==> config.mk <==
export PLATFORM = sky130hd
export DESIGN_NAME = cmdSyncSequencer
export DESIGN_NICKNAME = d
export VERILOG_FILES = /design/src/rtl/cmdSyncPkg.sv /design/src/rtl/cmdSyncFifo.sv /design/src/rtl/cmdSyncDatapath.sv /design/src/rtl/cmdSyncControl.sv /design/src/rtl/cmdSyncSequencer.sv
export SDC_FILE = /design/constraint.sdc
export NUM_CORES = 1
export LEC_CHECK = 0
export BUFFER_PORTS_ARGS = -buffer_cell sky130_fd_sc_hd__clkbuf_2
export CAP_MARGIN = 20
export CORE_MARGIN = 10
export CORE_UTILIZATION = 58
export CTS_BUF_LIST = sky130_fd_sc_hd__clkbuf_8
export CTS_CLUSTER_DIAMETER = 150
export DETAILED_ROUTE_END_ITERATION = 8
export GPL_TIMING_DRIVEN = 0
export MAX_ROUTING_LAYER = met4
export PLACE_DENSITY = 0.88
export REMOVE_ABC_BUFFERS = 1
export SKIP_CTS_REPAIR_TIMING = 1
export SYNTH_ARGS = -nofsm -noshare
export SYNTH_HDL_FRONTEND = slang
export SYNTH_SLANG_ARGS = --single-unit
==> constraint.sdc <==
create_clock -name clk -period 4.3 [get_ports clk]
set_input_delay 0 -clock clk [delete_from_list [all_inputs] [get_ports clk]]
set_output_delay 0 -clock clk [all_outputs]
set_load 0.05 [all_outputs]
==> src/rtl/cmdSyncPkg.sv <==
package cmdSyncPkg;
  parameter int ACTION_W = 16;
  parameter int DELAY_W  = 14;

  typedef struct packed {
    logic [ACTION_W-1:0] action;
    logic [DELAY_W-1:0]  delay;
    logic                vsync;
    logic                hsync;
  } cmdWordT;

  localparam int WORD_W = $bits(cmdWordT);

  typedef struct packed {
    logic load;
    logic fire;
  } strobesT;
endpackage

==> src/rtl/cmdSyncFifo.sv <==
module cmdSyncFifo
  import cmdSyncPkg::*;
#(
  parameter int DEPTH = 8
) (
  input  logic    clk,
  input  logic    rst,
  input  logic    push,
  input  cmdWordT pushWord,
  input  logic    pop,
  output cmdWordT headWord,
  output logic    empty,
  output logic    full
);
  localparam int PTR_W = (DEPTH > 1) ? $clog2(DEPTH) : 1;
  localparam int CNT_W = $clog2(DEPTH + 1);

  cmdWordT            store [DEPTH];
  logic [PTR_W-1:0]   wrPtr;
  logic [PTR_W-1:0]   rdPtr;
  logic [CNT_W-1:0]   count;

  assign empty    = (count == '0);
  assign full     = (count == CNT_W'(DEPTH));
  assign headWord = store[rdPtr];

  function automatic logic [PTR_W-1:0] nextPtr(input logic [PTR_W-1:0] p);
    return (p == PTR_W'(DEPTH - 1)) ? '0 : p + 1'b1;
  endfunction

  always_ff @(posedge clk) begin
    if (push) store[wrPtr] <= pushWord;
  end

  always_ff @(posedge clk) begin
    if (rst) begin
      wrPtr <= '0;
      rdPtr <= '0;
      count <= '0;
    end else begin
      if (push) wrPtr <= nextPtr(wrPtr);
      if (pop)  rdPtr <= nextPtr(rdPtr);
      case ({push, pop})
        2'b10:   count <= count + 1'b1;
        2'b01:   count <= count - 1'b1;
        default: count <= count;
      endcase
    end
  end

  assert_push_fill_R6: assert property (@(posedge clk) disable iff (rst)
    (push && !pop) |=> (count == $past(count) + 1'b1));
endmodule

==> src/rtl/cmdSyncDatapath.sv <==
module cmdSyncDatapath
  import cmdSyncPkg::*;
#(
  parameter int OVERHEAD = 6,
  parameter int CNT_W    = DELAY_W + 1
) (
  input  logic    clk,
  input  logic    rst,
  input  strobesT strobe,
  input  cmdWordT word,
  output logic    hsync,
  output logic    vsync,
  output logic    lineStart,
  output logic    holdDone,
  output logic    actPending
);
  logic [CNT_W-1:0] holdCnt;

  assign holdDone = (holdCnt == '0);

  always_ff @(posedge clk) begin
    if (rst) begin
      hsync      <= 1'b1;
      vsync      <= 1'b1;
      holdCnt    <= '0;
      actPending <= 1'b0;
      lineStart  <= 1'b0;
    end else begin
      lineStart <= strobe.fire;
      if (strobe.load) begin
        hsync      <= word.hsync;
        vsync      <= word.vsync;
        holdCnt    <= CNT_W'(word.delay) + CNT_W'(OVERHEAD - 1);
        actPending <= |word.action;
      end else if (!holdDone) begin
        holdCnt <= holdCnt - 1'b1;
      end
    end
  end

  assert_pins_stable_R3: assert property (@(posedge clk) disable iff (rst)
    !strobe.load |=> $stable({hsync, vsync}));
  assert_pulse_single_R5: assert property (@(posedge clk) disable iff (rst)
    lineStart |=> !lineStart);
endmodule

==> src/rtl/cmdSyncControl.sv <==
module cmdSyncControl
  import cmdSyncPkg::*;
#(
  parameter int TRIG_LAG = 3
) (
  input  logic    clk,
  input  logic    rst,
  input  logic    holdDone,
  input  logic    actPending,
  input  logic    fifoEmpty,
  output strobesT strobe,
  output logic    underflow
);
  localparam int AGE_W = $clog2(TRIG_LAG + 1);

  logic [AGE_W-1:0] age;

  always_comb begin
    strobe.load = holdDone && !fifoEmpty;
    strobe.fire = actPending && (age == AGE_W'(TRIG_LAG - 1));
    underflow   = holdDone && fifoEmpty;
  end

  always_ff @(posedge clk) begin
    if (rst)                          age <= AGE_W'(TRIG_LAG);
    else if (strobe.load)             age <= '0;
    else if (age != AGE_W'(TRIG_LAG)) age <= age + 1'b1;
  end

  assert_fire_midhold_R5: assert property (@(posedge clk) disable iff (rst)
    strobe.fire |-> !holdDone);
endmodule

==> src/rtl/cmdSyncSequencer.sv <==
module cmdSyncSequencer
  import cmdSyncPkg::*;
#(
  parameter int FIFO_DEPTH = 8,
  parameter int OVERHEAD   = 6,
  parameter int TRIG_LAG   = 3
) (
  input  logic        clk,
  input  logic        rst,
  input  logic [31:0] cmdWord,
  input  logic        cmdValid,
  output logic        cmdReady,
  output logic        hsync,
  output logic        vsync,
  output logic        lineStart,
  output logic        underflow
);
  localparam int CNT_W = DELAY_W + 1;

  strobesT strobe;
  cmdWordT headWord;
  logic    fifoEmpty;
  logic    fifoFull;
  logic    holdDone;
  logic    actPending;

  assign cmdReady = !fifoFull;

  cmdSyncFifo #(.DEPTH(FIFO_DEPTH)) i_fifo (
    .clk      (clk),
    .rst      (rst),
    .push     (cmdValid && !fifoFull),
    .pushWord (cmdWordT'(cmdWord)),
    .pop      (strobe.load),
    .headWord (headWord),
    .empty    (fifoEmpty),
    .full     (fifoFull)
  );

  cmdSyncControl #(.TRIG_LAG(TRIG_LAG)) i_ctrl (
    .clk        (clk),
    .rst        (rst),
    .holdDone   (holdDone),
    .actPending (actPending),
    .fifoEmpty  (fifoEmpty),
    .strobe     (strobe),
    .underflow  (underflow)
  );

  cmdSyncDatapath #(.OVERHEAD(OVERHEAD), .CNT_W(CNT_W)) i_dp (
    .clk        (clk),
    .rst        (rst),
    .strobe     (strobe),
    .word       (headWord),
    .hsync      (hsync),
    .vsync      (vsync),
    .lineStart  (lineStart),
    .holdDone   (holdDone),
    .actPending (actPending)
  );

  assert_reset_idle_R1: assert property (@(posedge clk)
    $past(rst) |-> (hsync && vsync && !lineStart));
  assert_stall_hold_R7: assert property (@(posedge clk) disable iff (rst)
    underflow |=> $stable({hsync, vsync}));
endmodule

==> metrics.md <==
| Metric | Value |
|---|---|
| Setup crit start kind | flop |
| Vias per inst | approximately 5.9 |
| Max Cap Violations | 0 |
| Tcrit/Tclk final | between 80% and 90% |
| Layout cell share with drive strength beyond 1 | 20.9% |
| Commonest non-fill, non-tap cell in the layout | edfxtp_1 |
| Most common flop cell mapped by yosys | edfxtp_1 |
| CTS Buffer Depth | 3 |
| Final Critical Period | ~3.5 ns |
| Crit path cell chain | inv_1, ha_1, or4b_1, or4_1, nor2_1, ha_1, xor2_1, ha_1, a21oi_1, xor2_1, or3_1, a21oi_1 |
| Die area | ~25000 sq um |
| Initial antenna violation count | 0 |
| Top cell type by total area after synthesis | edfxtp_1 |
| P&R area growth vs syn | 16.2% |
| Int Power | approximately 4600 uW |
| Critical setup path kind | flop to flop |
| Clock tree from TritonCTS | done |
| # clock sinks | 290 |
| Root Buffer | clkbuf_8 |
| Avg Cell Area, Syn | around 18 sq um |
| Status | finished, final reports clean |
| Power, Total | between 6000 and 7000 uW |
| Combinational share of power | around 16% |
| Total CTS buffers | 43 |
| Post-route setup slack | ~0.8 ns |
| Worst Tran Pin Value | just under 1 ns |
| Seq pwr share | ~53% |
| RSZ-0062 raised after global routing | false |
| Total I/O pin count | 40 |
| Worst EP arrival | ~4.0 ns |
| CTS H-Tree Depth | 2 |
| Slowest-stage cell, CP | or4b_1 |
| Clock slew at reported path FFs | 0.06 ns |
| Most used cells in the layout excluding fill and tap cells | edfxtp_1 (256), clkbuf_8 (45), clkbuf_2 (39) |
| Final setup violation count | 0 |
| Psw | roughly 1700 uW |
| Input/output buffers | 39 |
| Hold WS | between 0.015 and 0.02 ns |
| Routed wire per std cell | roughly 21 um |
| Peak VDD IR | around 0.33 mV |
| Largest delay share family, worst path | simple AND/OR/NAND/NOR gates |
| Most used cell, CP | ha_1 |
| ANT nets after route | 0 |
| Vias | about 6000 |
| Grt ovf | 0 |
| Dpl ws | 0.824 ns |
| Crit Path Max Fanout | 7 |
| Design Area, Final | ~13000 sq um |
| TNS Setup | 0 ns |
| Warnings from Yosys | 0 |
| Buffers & Inverters on Critical Path | 1 |
| Gpl congestion | slightly above 0.8 |
| Slew headroom | approximately 33% |
| #FFs+latches synth | 290 |
| Global-route usage over all layers | 17.8% |
| Synth top area share | a little over two thirds |
| Violation count after the first detailed-route iteration | roughly 530 |
| Num rows | 50 |
| Cell Area, Placed | 11600 sq um |
| Max Freq | around 0.29 GHz |
| P_leak | 0.00420 uW |
| Vias in the first global route | 6009 |
| Power Density | between 400 and 500 nW/um^2 |
| Clock share of power | between 30% and 40% |
| Largest stage delay, worst path | roughly 0.62 ns |
| Largest net degree at the start of global routing | 32 |
| Final Hold Fails | 0 |
| Post-synthesis sequential area ratio | approximately three quarters |
| Synthesized area | between 10000 and 15000 sq um |
| Die Ht | between 150 and 200 um |
| Synth top area cells | edfxtp_1 (70%), dfxtp_1 (6.2%), mux4_2 (6.0%) |
| Synth cell types | 54 |
| Core footprint | 18600 sq um |
| Asr flop ratio synth | 0% |
| Worst skew pair latency | 0.55 ns |
| Worst EP required | 4.77 ns |
| Pins Over Slew Limit | 0 |
| Dpl hpwl | 13.5 mm |
| Antenna cells | 0 |
| EDFF count, synth | between 200 and 300 |
| Starting density of the core | between 50% and 60% |
| First-pass GRT wire length | 32.8 mm |
| Remaining DRCs | 0 |
| Setup Skew | 0.0142 ns |
| Worst min-delay path category | primary input to flop |
| Die width | about 160 um |
| Drt first pass iters | 5 |
| Worst setup EP type | flop |
| Cells after Synth | around 610 |
| Reg2reg setup slack | 0.80 ns |
| Nets | 773 |
| Switching Share | 27.0% |
| WL final | 20.9 mm |
| Fillers | 1174 |
## synth_stat cells, types with 3 or more instances
cell type and count:
a211oi_1 4, a21o_1 3, a21oi_1 18, a31oi_1 6, buf_2 7, clkbuf_1 7, dfxtp_1 34, edfxtp_1 256
ha_1 11, inv_1 3, mux2i_1 20, mux4_2 29, nand2_1 22, nand2b_1 7, nand3_1 3, nand4_1 4
nor2_1 35, nor2b_1 6, nor3_1 18, nor4_1 31, nor4b_1 5, o21ai_0 10, or3_1 4, or4_1 5
xnor2_1 11, xor2_1 12
## power groups by stage
stage          Sequential (uW)  Combinational, uW  Clock [uW]
2_1_floorplan             3420                687           0
3_3_place_gp              3440                878           0
3_5_place_dp              3420                986           0
4_1_cts                   3360                999        2000
5_1_grt                   3380               1130        2130
6_report                  3360               1030        1960
## worst reg2reg max path, stage by stage (launching register included)
cell and delay [ns]:
dfxtp_1 0.33, inv_1 0.10, ha_1 0.23, or4b_1 0.63, or4_1 0.58, nor2_1 0.26, ha_1 0.32, xor2_1 0.17
ha_1 0.16, a21oi_1 0.05, xor2_1 0.15, or3_1 0.32, a21oi_1 0.14
## sequential cells by signal, indices dropped and copies added, names as in the netlist, named ones only
name,flops
i_fifo.store,256
i_dp.holdCnt,15
i_fifo.count,4
i_fifo.rdPtr,3
i_fifo.wrPtr,3
i_ctrl.age,2
i_dp.actPending,1
i_dp.hsync,1
i_dp.lineStart,1
i_dp.vsync,1
## path summary, 6_finish.rpt
| kind | startpoint | end | depth (start not counted) |
|---|---|---|---|
| worst min-delay path | rst | i_fifo.count[1] | 2 |
| worst min register to register | i_dp.actPending | i_dp.lineStart | 2 |
| worst max-delay path | i_dp.holdCnt[0] | i_fifo.count[2] | 12 |
| worst max register to register | i_dp.holdCnt[0] | i_fifo.count[2] | 12 |
## cells by family (layout without fill, tap and decap cells)
group           Yosys count  in the layout  synth area share [%]
flops                   290            290                  76.3
buf+inv                  23            176                  1.33
mux                      49             49                  7.78
xor+xnor                 23             23                  1.84
compound gates           59             59                  3.78
simple gates            154            154                  7.72
fa+ha+maj                11             11                  1.25
## through the flow
stage	instances	util [%]
floorplan	590	-
global route	996	68.3
CTS	963	66.6
detailed placement	883	62.5
finish	996	68.3
global placement	863	60.7
## metal layers
layer  GRT usage (%)  routed length, um  vias up
li1                -                  -     2688
met1            22.0               8630     2932
met2            29.0              10700      174
met3            4.04               1100       51
met4            5.57                469        0
met5               -                  0        -
## layout make-up
class | count | area (sq um) | share of cell area (%)
multi-input cells | 296 | 2500 | 19.6
inverters | 4 | 15.0 | 0.118
clock inverters | 35 | 145 | 1.14
flip-flops and latches | 290 | 8370 | 65.7
repair buffers | 92 | 795 | 6.24
clock buffers | 45 | 619 | 4.86
well taps | 234 | 293 | 2.30
Note: power is estimated with default switching activity, not from simulation.
